`src/rtl/xca_pkg.sv`:
```
package xca_pkg;

  typedef enum logic [2:0] {
    XM_IDLE     = 3'd0,
    XM_READ     = 3'd1,
    XM_WRITE    = 3'd2,
    XM_WRITE_LG = 3'd3,
    XM_SPACE_F  = 3'd4,
    XM_SPACE_R  = 3'd5,
    XM_REWIND   = 3'd6,
    XM_OFFLINE  = 3'd7
  } xmode_t;

  function automatic logic mode_moves_data(input logic [2:0] m);
    return (m == XM_READ) || (m == XM_WRITE) || (m == XM_WRITE_LG);
  endfunction

  function automatic logic mode_writes(input logic [2:0] m);
    return (m == XM_WRITE) || (m == XM_WRITE_LG);
  endfunction

  function automatic logic mode_reads(input logic [2:0] m);
    return m == XM_READ;
  endfunction

  function automatic logic mode_spaces(input logic [2:0] m);
    return (m == XM_SPACE_F) || (m == XM_SPACE_R);
  endfunction

endpackage

```
`src/rtl/xca_counter.sv`:
```
module xca_counter #(
  parameter int CNT_W = 16
) (
  input  logic             clk,
  input  logic             rst_n,
  input  logic             init_clr,
  input  logic             ld_en,
  input  logic [CNT_W-1:0] ld_val,
  input  logic             adv,
  output logic [CNT_W-1:0] cnt,
  output logic             zero
);

  function automatic logic [CNT_W-1:0] bump(input logic [CNT_W-1:0] v);
    return v + CNT_W'(1);
  endfunction

  assign zero = (cnt == '0);

  always_ff @(posedge clk or negedge rst_n) begin
    if (!rst_n)
      cnt <= '0;
    else if (init_clr)
      cnt <= '0;
    else if (ld_en)
      cnt <= ld_val;
    else if (adv && !zero)
      cnt <= bump(cnt);
  end

endmodule

```
`src/rtl/xca_addr_gen.sv`:
```
module xca_addr_gen #(
  parameter int ADDR_W = 16,
  parameter int EXT_W  = 2,
  localparam int FULL_W = ADDR_W + EXT_W
) (
  input  logic              clk,
  input  logic              rst_n,
  input  logic              init_clr,
  input  logic              ld_en,
  input  logic [FULL_W-1:0] ld_val,
  input  logic              step,
  input  logic              err,
  output logic [FULL_W-1:0] addr,
  output logic              fault
);

  logic [ADDR_W-1:0] base_q;
  logic [EXT_W-1:0]  ext_q;
  logic [ADDR_W:0]   base_sum;
  logic [EXT_W-1:0]  ext_next;

  // word step on the low part, carry rippled into the extension
  function automatic logic [ADDR_W:0] word_step(input logic [ADDR_W-1:0] b);
    return {1'b0, b} + (ADDR_W+1)'(2);
  endfunction

  function automatic logic [EXT_W-1:0] ext_step(input logic [EXT_W-1:0] e,
                                                input logic c);
    return e + EXT_W'(c);
  endfunction

  assign base_sum = word_step(base_q);
  assign ext_next = ext_step(ext_q, base_sum[ADDR_W]);
  assign addr     = {ext_q, base_q};

  always_ff @(posedge clk or negedge rst_n) begin
    if (!rst_n) begin
      base_q <= '0;
      ext_q  <= '0;
      fault  <= 1'b0;
    end else if (init_clr) begin
      base_q <= '0;
      ext_q  <= '0;
      fault  <= 1'b0;
    end else if (ld_en) begin
      base_q <= ld_val[ADDR_W-1:0];
      ext_q  <= ld_val[FULL_W-1:ADDR_W];
      fault  <= 1'b0;
    end else if (err) begin
      fault  <= 1'b1;
    end else if (step && !fault) begin
      base_q <= base_sum[ADDR_W-1:0];
      ext_q  <= ext_next;
    end
  end

endmodule

```
`src/rtl/xca_events.sv`:
```
module xca_events
  import xca_pkg::*;
(
  input  logic       clk,
  input  logic       rst_n,
  input  logic       init_clr,
  input  logic [2:0] mode,
  input  logic       cnt_zero,
  input  logic       cnt_ld,
  input  logic       rd_strobe,
  input  logic       chk_strobe,
  input  logic       wr_strobe,
  input  logic       settle,
  output logic       data_req,
  output logic       len_err,
  output logic       go_again
);

  logic settle_q;
  logic ev_req;
  logic ev_overrun;
  logic ev_rego;

  assign ev_req     = mode_writes(mode) && wr_strobe && !cnt_zero;
  assign ev_overrun = mode_reads(mode) && rd_strobe && !chk_strobe && cnt_zero;
  assign ev_rego    = mode_spaces(mode) && settle && !settle_q && !cnt_zero;

  always_ff @(posedge clk or negedge rst_n) begin
    if (!rst_n) begin
      settle_q <= 1'b0;
      data_req <= 1'b0;
      len_err  <= 1'b0;
      go_again <= 1'b0;
    end else begin
      settle_q <= settle;
      if (init_clr) begin
        data_req <= 1'b0;
        len_err  <= 1'b0;
        go_again <= 1'b0;
      end else begin
        data_req <= ev_req;
        go_again <= ev_rego;
        if (cnt_ld)
          len_err <= 1'b0;
        else if (ev_overrun)
          len_err <= 1'b1;
      end
    end
  end

endmodule

```
`src/rtl/xfer_cnt_addr_unit.sv`:
```
module xfer_cnt_addr_unit
  import xca_pkg::*;
#(
  parameter int CNT_W  = 16,
  parameter int ADDR_W = 16,
  parameter int EXT_W  = 2,
  localparam int FULL_W = ADDR_W + EXT_W
) (
  input  logic              clk,
  input  logic              rst_n,
  input  logic              init_clr,
  input  logic [2:0]        mode,
  input  logic              cnt_wr_en,
  input  logic [CNT_W-1:0]  cnt_wr_data,
  input  logic              addr_wr_en,
  input  logic [FULL_W-1:0] addr_wr_data,
  input  logic              mem_done,
  input  logic              bus_err,
  input  logic              rd_strobe,
  input  logic              chk_strobe,
  input  logic              wr_strobe,
  input  logic              lpc_strobe,
  input  logic              settle,
  output logic [CNT_W-1:0]  cnt_val,
  output logic              cnt_zero,
  output logic [FULL_W-1:0] addr_host,
  output logic [FULL_W-1:0] dma_addr,
  output logic              addr_fault,
  output logic              data_req,
  output logic              len_err,
  output logic              go_again
);

  // named internal events
  logic ev_access_ok;
  logic ev_access_err;
  logic ev_record;
  logic cnt_adv;

  assign ev_access_ok  = mode_moves_data(mode) && mem_done && !bus_err &&
                         !addr_fault && !cnt_zero;
  assign ev_access_err = mode_moves_data(mode) && mem_done && bus_err;
  assign ev_record     = mode_spaces(mode) && lpc_strobe;
  assign cnt_adv       = ev_access_ok || ev_record;

  xca_counter #(.CNT_W(CNT_W)) u_cnt (
    .clk      (clk),
    .rst_n    (rst_n),
    .init_clr (init_clr),
    .ld_en    (cnt_wr_en),
    .ld_val   (cnt_wr_data),
    .adv      (cnt_adv),
    .cnt      (cnt_val),
    .zero     (cnt_zero)
  );

  xca_addr_gen #(.ADDR_W(ADDR_W), .EXT_W(EXT_W)) u_addr (
    .clk      (clk),
    .rst_n    (rst_n),
    .init_clr (init_clr),
    .ld_en    (addr_wr_en),
    .ld_val   (addr_wr_data),
    .step     (ev_access_ok),
    .err      (ev_access_err),
    .addr     (dma_addr),
    .fault    (addr_fault)
  );

  xca_events u_ev (
    .clk        (clk),
    .rst_n      (rst_n),
    .init_clr   (init_clr),
    .mode       (mode),
    .cnt_zero   (cnt_zero),
    .cnt_ld     (cnt_wr_en),
    .rd_strobe  (rd_strobe),
    .chk_strobe (chk_strobe),
    .wr_strobe  (wr_strobe),
    .settle     (settle),
    .data_req   (data_req),
    .len_err    (len_err),
    .go_again   (go_again)
  );

  assign addr_host = {dma_addr[FULL_W-1:1], 1'b0};

endmodule

```
`config.mk`:
```
export PLATFORM = sky130hd
export DESIGN_NAME = xfer_cnt_addr_unit
export DESIGN_NICKNAME = d
export VERILOG_FILES = /design/src/rtl/xca_pkg.sv /design/src/rtl/xca_counter.sv /design/src/rtl/xca_addr_gen.sv /design/src/rtl/xca_events.sv /design/src/rtl/xfer_cnt_addr_unit.sv
export SDC_FILE = /design/constraint.sdc
export NUM_CORES = 1
export LEC_CHECK = 0
export BUFFER_PORTS_ARGS = -buffer_cell sky130_fd_sc_hd__buf_2
export CAP_MARGIN = 20
export CORE_MARGIN = 8
export CORE_UTILIZATION = 38
export DETAILED_ROUTE_END_ITERATION = 16
export PLACE_DENSITY = 0.65
export SYNTH_ARGS = -nofsm -noshare
export SYNTH_HDL_FRONTEND = slang
export SYNTH_HIERARCHICAL = 1
export SYNTH_SLANG_ARGS = --single-unit
```
`constraint.sdc`:
```
create_clock -name clk -period 4.5 [get_ports clk]
set_input_delay 0.9 -clock clk [delete_from_list [all_inputs] [get_ports clk]]
set_output_delay 0.9 -clock clk [all_outputs]
set_load 0.005 [all_outputs]
```
==> results.json, run 1 <==
{
  "grt_pass1_wl_mm": 12.4,
  "drt-wirelength-per-cell_um": 16.6,
  "dr_wl_met2_mm": 3.54,
  "path_clk_slew_ns": 0.08,
  "cellPowerDensity_nw_per_um2": 260,
  "cts.repair_timing.setup_buffer_count": 0,
  "die_y_um": 99.0,
  "cts_tree": "built",
  "htree_levels": 2,
  "final_nets": 420,
  "p_leak_uw": 0.00152,
  "vias": 2476,
  "tightest_slew_ns": 0.892,
  "clk_path_buf_depth": 2,
  "period_needed_ns": 3.01,
  "root_buffer": "clkbuf_8",
  "ys_types": 59,
  "cp.depth": 10,
  "insertion_delay_ns": 0.29,
  "slew_viol_final": 0,
  "ys.flop_type": "dfrtp_1",
  "drt-initial-drc-count": 75,
  "timing.critical_path.buf_inv": 1,
  "dpl.hpwl_mm": 5.59,
  "synthTopCellsByCount": "39 x dfrtp_1, 32 x nand2_1, 29 x nor2_1",
  "top_layer": "met4",
  "arrival_ns": 3.20,
  "clock_skew_ns": 0.00656,
  "post-route-period-util_pct": 66.8,
  "drcViolationCount": 0,
  "cp-start-kind": "flip-flop",
  "rsz0062_at_grt": "no",
  "rr_worst_depth": 10,
  "critical_path.max_fanout": 8,
  "post_cts_resized": 0,
  "grt-ovfl-total": 0,
  "setup_tns_ns": 0,
  "holdWs_ns": 0.437,
  "ctsHoldBuffers": 0,
  "worst_path_max_delay_cell": "dfrtp_1",
  "area_growth_syn_to_layout_pct": 19.9,
  "vdd_drop_max_uv": 121,
  "worstPathRequired_ns": 4.70,
  "netlist_area_sq_um": 2620,
  "drtAntennaViolNets": 0,
  "gp_congestion": 0.873,
  "yosys.area.top_type_share_pct": 37.3,
  "holdCritPathClass": "flip-flop to flip-flop",
  "outcome": "finished clean",
  "synth.net_count": 341,
  "crit_end": "u_cnt/cnt[14]",
  "first_global_vias": 2521,
  "ios": 106,
  "final-setup-viol-count": 0,
  "ys_seq_area_share_pct": 37.3,
  "critPathTopFamily": "simple AND/OR/NAND/NOR gates",
  "cts-buffers-inserted": 5,
  "max_stage_delay_ns": 0.43,
  "maxCapViolations": 0,
  "drt-met1-wl_mm": 3.15,
  "rr_startpoint": "u_cnt/cnt[0]",
  "synthTopCellsByArea": "dfrtp_1 37%, buf_4 5.7%, nand2_1 4.6%, nor2_1 4.2%, a211oi_1 3.7%",
  "ys_warn_count": 6,
  "dr.pass1.iters": 4,
  "grt_max_degree": 40,
  "track_usage_pct": 15.5,
  "yosys_register_bits": 39,
  "path_cells": "inv_1 > ha_1 > nor3b_1 > and4_1 > or3_4 > o22ai_2 > nand3_1 > nor3_4 > or3b_1 > a311oi_1",
  "start_util_pct": 38.9,
  "syn_inst": 288,
  "design.die.area_sq_um": 9800,
  "critical_path_class": "flip-flop to flip-flop",
  "r2r_slack_ns": 1.49,
  "async_flop_share_pct": 100,
  "antenna_cells": 0,
  "rows": 30,
  "slew-limit-headroom_pct": 40.5,
  "portBuffers": 104,
  "startpoint": "u_cnt/cnt[0]",
  "finalHoldViolCount": 0,
  "antenna_found_initial": 0,
  "max_freq_ghz": 0.333,
  "route.met3.wl_um": 654,
  "core_area_sq_um": 6720,
  "die_x_um": 99.0,
  "cts.sinks": 39,
  "drive_gt1_share_pct": 35.6,
  "vias_per_cell": 5.53,
  "synth_area_per_cell_sq_um": 9.08,
  "synth_most_common_cell": "dfrtp_1",
  "yosys.area.top_type": "dfrtp_1",
  "crit_path_end_kind": "flip-flop",
  "wirelength_mm": 7.43,
  "synth_edf_count": 0,
  "r2r-end": "u_cnt/cnt[14]"
}
final cells by class:
cell class	count	area, sq um
Sequential cell	39	976
Fill cell	670	3580
Tap cell	80	100
Multi-Input combinational cell	205	1400
Timing Repair Buffer	104	520
Clock buffer	8	100
Inverter	12	45.0
worst reg2reg max path: stages (launching register included):
cell and delay [ns]:
dfrtp_1 0.43, inv_1 0.07, ha_1 0.18, nor3b_1 0.15
and4_1 0.25, or3_4 0.34, o22ai_2 0.38, nand3_1 0.30
nor3_4 0.21, or3b_1 0.36, a311oi_1 0.24
placed cells by master, fill, tap and decap left out, drive strengths merged, types with 6 or more instances in the layout:
| cell type | n |
|---|---|
| a211oi | 14 |
| clkbuf | 8 |
| nand4 | 10 |
| nand3 | 14 |
| nor3 | 6 |
| xnor2 | 9 |
| xor2 | 6 |
| o21ai | 6 |
| inv | 12 |
| a21oi | 13 |
| buf | 104 |
| nor2 | 29 |
| nand2 | 32 |
| dfrtp | 39 |
sequential cells by signal, indices dropped and copies added (netlist names):
signal,count
u_addr/base_q,16
u_cnt/cnt,16
u_addr/ext_q,2
u_addr/fault,1
u_ev/data_req,1
u_ev/go_again,1
u_ev/len_err,1
u_ev/settle_q,1
worst min-delay path by stage:
stage | from | to | slack, ns | depth (start not counted)
2_1_floorplan | u_ev/settle_q | u_ev/go_again | 0.40 | 1
3_3_place_gp | u_ev/settle_q | u_ev/go_again | 0.42 | 1
3_5_place_dp | u_ev/settle_q | u_ev/go_again | 0.42 | 1
4_1_cts | u_ev/settle_q | u_ev/go_again | 0.44 | 1
5_1_grt | u_ev/settle_q | u_ev/go_again | 0.46 | 1
6_report | u_ev/settle_q | u_ev/go_again | 0.44 | 1
routing by layer:
| metal | up-vias | track usage (%) |
|---|---|---|
| li1 | 1189 | - |
| met3 | 6 | 5.71 |
| met1 | 1194 | 18.3 |
| met5 | - | 0 |
| met4 | 0 | 5.43 |
| met2 | 87 | 25.2 |
through the flow:
stage	instance area [sq um]	util, %	total power, uW	setup WS, ns	instances
2_1_floorplan	2620	-	490	1.79	288
3_3_place_gp	3040	45.2	554	1.63	440
3_5_place_dp	3040	45.2	556	1.58	440
4_1_cts	3140	46.7	824	1.55	448
5_1_grt	3140	46.7	862	1.29	448
6_report	3140	46.7	817	1.49	448
cells by family (layout without fill, tap and decap cells):
logic type / after synthesis / in the layout / share of synthesized area [%]
multiplexers: 6 / 6 / 2.39
buffers and inverters: 44 / 124 / 9.37
adder cells (fa/ha/maj): 4 / 4 / 1.91
XOR/XNOR: 15 / 15 / 5.02
flip-flops: 39 / 39 / 37.3
AO/OA/AOI/OAI: 55 / 55 / 15.9
other: 1 / 1 / 0.143
AND/OR/NAND/NOR: 124 / 124 / 28.0
power by group:
part	internal, uW	switching (uW)
Clock	140	129
Combinational	67.5	77.1
Sequential	369	33.3
(Power assumes the default switching activity.)
==> run 2: changes to the inputs <==
clock period = 2.78 ns   (was 4.5 ns; I/O delays follow)
==> run 2 against run 1 <==
Compared with the run above: clock power rose by 58%; clock-buffer cell count did not move; highest routed layer unchanged; sequential power rose by 61%; power rose by 62%; critical endpoint is now u_cnt/cnt[2]; worst hold slack got worse by 0.044 ns.
==> results.json, run 2 (synthesis results as in run 1) <==
{
  "outcome": "finished clean",
  "dpl.hpwl_mm": 5.93,
  "path_clk_slew_ns": 0.08,
  "track_usage_pct": 15.8,
  "wirelength_mm": 7.70,
  "period_needed_ns": 2.62,
  "max_stage_delay_ns": 0.35,
  "rr_worst_depth": 11,
  "cts_tree": "built",
  "area_growth_syn_to_layout_pct": 23.3,
  "p_int_uw": 945,
  "antenna_found_initial": 0,
  "drt-wirelength-per-cell_um": 16.8,
  "critPathTopFamily": "compound AO/OA/AOI/OAI gates",
  "cts-buffers-inserted": 5,
  "final_nets": 430,
  "root_buffer": "clkbuf_8",
  "cts.sinks": 39,
  "fillCellCount": 663,
  "tightest_slew_ns": 0.892,
  "dr.pass1.iters": 5,
  "maxCapViolations": 0,
  "core_area_sq_um": 6720,
  "slew-limit-headroom_pct": 40.5,
  "pwr-share-clk_pct": 31.9,
  "start_util_pct": 38.9,
  "drt-initial-drc-count": 138,
  "grt_max_degree": 40,
  "layout_commonest_cell": "buf_2",
  "cellPowerDensity_nw_per_um2": 411,
  "die_x_um": 99.0,
  "ctsHoldBuffers": 0,
  "holdCritPathClass": "input port to asynchronous set/reset pin",
  "p_sw_uw": 382,
  "vias": 2509,
  "drtAntennaViolNets": 0,
  "clock_skew_ns": 0.0154,
  "ios": 106,
  "post-route-period-util_pct": 94.2,
  "htree_levels": 2,
  "path_cells": "inv_1 > ha_1 > nor3b_1 > and4_1 > or3_4 > o22ai_2 > buf_4 > inv_1 > a41oi_2 > a211oi_1 > a2111oi_2",
  "arrival_ns": 2.80,
  "antenna_cells": 0,
  "critical_path_class": "flip-flop to flip-flop",
  "final_cell_mix": "104 x buf_2, 39 x dfrtp_1, 32 x nand2_1, 29 x nor2_1",
  "die_y_um": 99.0,
  "clk_path_buf_depth": 2,
  "cp-start-kind": "flip-flop",
  "drive_gt1_share_pct": 37.8,
  "slew_viol_final": 0,
  "final-setup-viol-count": 0,
  "critical_path.max_fanout": 7,
  "worst_path_max_delay_cell": "dfrtp_1",
  "gp_congestion": 0.879,
  "dp_cells": 449,
  "p_leak_uw": 0.00157,
  "finalHoldViolCount": 0,
  "portBuffers": 104,
  "cpMostUsedCell": "inv_1",
  "insertion_delay_ns": 0.29,
  "grt_pass1_wl_mm": 12.8,
  "stdcell_count": 458,
  "design.die.area_sq_um": 9800,
  "crit_path_end_kind": "flip-flop",
  "pwr-share-comb_pct": 19.2,
  "first_global_vias": 2552,
  "vdd_drop_max_uv": 171,
  "timing.critical_path.buf_inv": 3,
  "power.share.sequential_pct": 48.8,
  "holdWs_ns": 0.393,
  "reg_top3": "u_addr/base_q x16, u_cnt/cnt x16, u_addr/ext_q x2",
  "cp.depth": 11,
  "drcViolationCount": 0,
  "grt-ovfl-total": 0,
  "rsz0062_at_grt": "yes",
  "worstPathRequired_ns": 2.96,
  "max_freq_ghz": 0.382,
  "switching_share_pct": 28.8,
  "rows": 30,
  "vias_per_cell": 5.48
}
[run 2: path summary, 6_finish.rpt]
path                       slack [ns]           from                to
setup / recovery                 0.16   u_cnt/cnt[0]      u_cnt/cnt[2]
min in group clk                 0.39         settle     u_ev/settle_q
hold reg to reg                  0.43  u_ev/settle_q     u_ev/go_again
max in group asynchronous        1.82          rst_n  u_addr/base_q[3]
setup reg to reg                 0.16   u_cnt/cnt[0]      u_cnt/cnt[2]
hold / removal                   0.39          rst_n      u_addr/fault
[run 2: area by class of cell]
class / count / area (sq um) / area share [%]
clock buffers: 8 / 100 / 3.10
repair buffers: 114 / 599 / 18.6
multi-input cells: 205 / 1410 / 43.6
flip-flops and latches: 39 / 976 / 30.2
well taps: 80 / 100 / 3.10
inverters: 12 / 45.0 / 1.40
[run 2: worst reg2reg max path, cell delays in order (launching register included)]
cell and delay, ns:
dfrtp_1 0.35, inv_1 0.05, ha_1 0.19, nor3b_1 0.16
and4_1 0.25, or3_4 0.34, o22ai_2 0.20, buf_4 0.19
inv_1 0.07, a41oi_2 0.27, a211oi_1 0.14, a2111oi_2 0.33
[run 2: through the flow]
| step | total power, uW | setup TNS [ns] | cell area, sq um | setup slack, ns | util, % |
|---|---|---|---|---|---|
| finish | 1330 | 0 | 3230 | 0.162 | 48.0 |
| global route | 1410 | -0.0664 | 3230 | -0.0406 | 48.0 |
| CTS | 1350 | 0 | 3200 | 0.0937 | 47.7 |
| detailed placement | 913 | 0 | 3100 | 0.167 | 46.2 |
| global placement | 911 | 0 | 3100 | 0.229 | 46.2 |
| floorplan | 793 | 0 | 2620 | 0.0680 | - |
[run 2: routing by layer]
metal  up-vias  part of all wire (%)  global-route usage, %
li1       1215                     -                      -
met2        96                    48                   26.4
met4         0                  0.94                   3.90
met1      1190                    43                   19.3
met3         8                   7.6                   4.65
met5         -                     0                      0
[run 2: what timing repair did]
action                                  4_1_cts  5_1_grt
buffers inserted                              0        1
endpoints found under the setup margin        0        5
resized for setup                             0        3
[run 2: power groups by stage]
stage          registers [uW]  logic (uW)  clock network [uW]
6_report                  648         255                 424
5_1_grt                   654         286                 470
4_1_cts                   648         257                 443
3_5_place_dp              658         255                   0
3_3_place_gp              657         254                   0
2_1_floorplan             655         139                   0
==> run 3: changes to the inputs <==
MAX_ROUTING_LAYER = met4   (was unset)
==> run 3 against run 2 <==
Compared with the run above: clock power about the same; power up 0.22%; via count grew 1.5%; utilization stayed put; wire length is 0.87% higher; register-to-register slack hardly changed; clock-buffer cell count unchanged; non-clock buffer count did not move; clock skew about the same; final cell count is the same; maximum frequency fell by 0.48%.
==> results.json, run 3 (synthesis results as in run 1) <==
{
  "portBuffers": 104,
  "startpoint": "u_cnt/cnt[0]",
  "antenna_found_initial": 0,
  "critical_path_class": "flip-flop to flip-flop",
  "cp-start-kind": "flip-flop",
  "ios": 106,
  "clock_skew_ns": 0.0154,
  "worstPathRequired_ns": 2.96,
  "setup_tns_ns": 0,
  "die_x_um": 99.0,
  "holdCritPathClass": "input port to asynchronous set/reset pin",
  "area_growth_syn_to_layout_pct": 23.3,
  "post-route-util_pct": 48.0,
  "root_buffer": "clkbuf_8",
  "layout_commonest_cell": "buf_2",
  "arrival_ns": 2.81,
  "worst_path_max_delay_cell": "dfrtp_1",
  "grt_pass1_wl_mm": 12.9,
  "drt-wirelength-per-cell_um": 17.0,
  "core_area_sq_um": 6720,
  "design.die.area_sq_um": 9800,
  "cts_tree": "built",
  "rr_startpoint": "u_cnt/cnt[0]",
  "cellPowerDensity_nw_per_um2": 412,
  "slew-limit-headroom_pct": 40.9,
  "gp_congestion": 0.894,
  "drive_gt1_share_pct": 37.8,
  "clk_path_buf_depth": 2,
  "vdd_drop_max_uv": 174,
  "cts-buffers-inserted": 5,
  "crit_path_end_kind": "flip-flop",
  "track_usage_pct": 16.2,
  "vias": 2546,
  "dp_cells": 449,
  "slew_viol_final": 0,
  "vias_per_cell": 5.56,
  "maxCapViolations": 0,
  "timing.critical_path.buf_inv": 3,
  "critPathTopFamily": "compound AO/OA/AOI/OAI gates",
  "p_leak_uw": 0.00157,
  "grt-ovfl-total": 0,
  "dpl.hpwl_mm": 5.93,
  "htree_levels": 2,
  "path_clk_slew_ns": 0.08,
  "final-setup-viol-count": 0,
  "max_stage_delay_ns": 0.35,
  "insertion_delay_ns": 0.29,
  "dr.pass1.iters": 4,
  "rsz0062_at_grt": "yes",
  "finalHoldViolCount": 0,
  "rows": 30,
  "antenna_cells": 0,
  "max_freq_ghz": 0.380,
  "cpMostUsedCell": "inv_1",
  "drtAntennaViolNets": 0,
  "outcome": "finished clean",
  "first_global_vias": 2551,
  "path_cells": "inv_1 > ha_1 > nor3b_1 > and4_1 > or3_4 > o22ai_2 > buf_4 > inv_1 > a41oi_2 > a211oi_1 > a2111oi_2",
  "grt_max_degree": 40,
  "period_needed_ns": 2.63,
  "final_nets": 430,
  "cts.sinks": 39,
  "reg_top3": "u_addr/base_q x16, u_cnt/cnt x16, u_addr/ext_q x2",
  "die_y_um": 99.0,
  "post-route-period-util_pct": 94.6,
  "final_cell_mix": "104 x buf_2, 39 x dfrtp_1, 32 x nand2_1, 29 x nor2_1",
  "start_util_pct": 38.9,
  "wirelength_mm": 7.77,
  "stdcell_count": 458,
  "drcViolationCount": 0,
  "holdWs_ns": 0.391,
  "fillCellCount": 663,
  "tightest_slew_ns": 0.887,
  "drt-initial-drc-count": 115,
  "critical_path.max_fanout": 7
}
run 3: final timing paths:
path,endpoint,slack (ns),cells after the start
worst max-delay path,u_cnt/cnt[2],0.15,11
worst min-delay path,u_addr/fault,0.39,1
worst max register to register,u_cnt/cnt[2],0.15,11
worst min register to register,u_ev/go_again,0.43,1
max in group asynchronous,u_addr/base_q[3],1.83,1
min in group clk,u_ev/settle_q,0.40,1
run 3: what timing repair did:
action                                  CTS  global route
endpoints found under the setup margin    0             5
resized for setup                         0             3
hold buffers                              0             0
buffers inserted                          0             1
run 3: area by class of cell:
cell class | count | area [sq um] | share of cell area (%)
Multi-Input combinational cell | 205 | 1410 | 43.6
Clock buffer | 8 | 100 | 3.10
Sequential cell | 39 | 976 | 30.2
Inverter | 12 | 45.0 | 1.40
Timing Repair Buffer | 114 | 599 | 18.6
Tap cell | 80 | 100 | 3.10
run 3: power breakdown:
| group | switching [uW] | leakage [uW] | internal (uW) | total (uW) |
|---|---|---|---|---|
| logic | 135 | 0.00101 | 120 | 256 |
| registers | 50.3 | 0.000515 | 598 | 648 |
| clock network | 199 | 0.0000515 | 227 | 426 |
| total | 385 | 0.00157 | 945 | 1330 |
run 3: routing by layer:
metal,share of wire (%),vias to the layer above,track usage [%]
met5,0,-,-
met4,0.91,0,3.90
met3,6.9,10,3.95
met2,48,100,26.4
met1,44,1218,19.8
li1,-,1218,-
run 3: per-stage QoR:
stage | total power, uW | area, sq um | setup slack, ns
2_1_floorplan | 793 | 2620 | 0.0680
6_report | 1330 | 3230 | 0.150
3_5_place_dp | 913 | 3100 | 0.167
3_3_place_gp | 911 | 3100 | 0.229
5_1_grt | 1410 | 3230 | -0.0406
4_1_cts | 1350 | 3200 | 0.0937
run 3: worst register-to-register path: cells and delay by family, from the launching register on:
kind / cells / cell delay, ns
flip-flops: 1 / 0.35
adder cells (fa/ha/maj): 1 / 0.18
AND/OR/NAND/NOR: 3 / 0.75
buffers and inverters: 3 / 0.31
AO/OA/AOI/OAI: 4 / 0.95
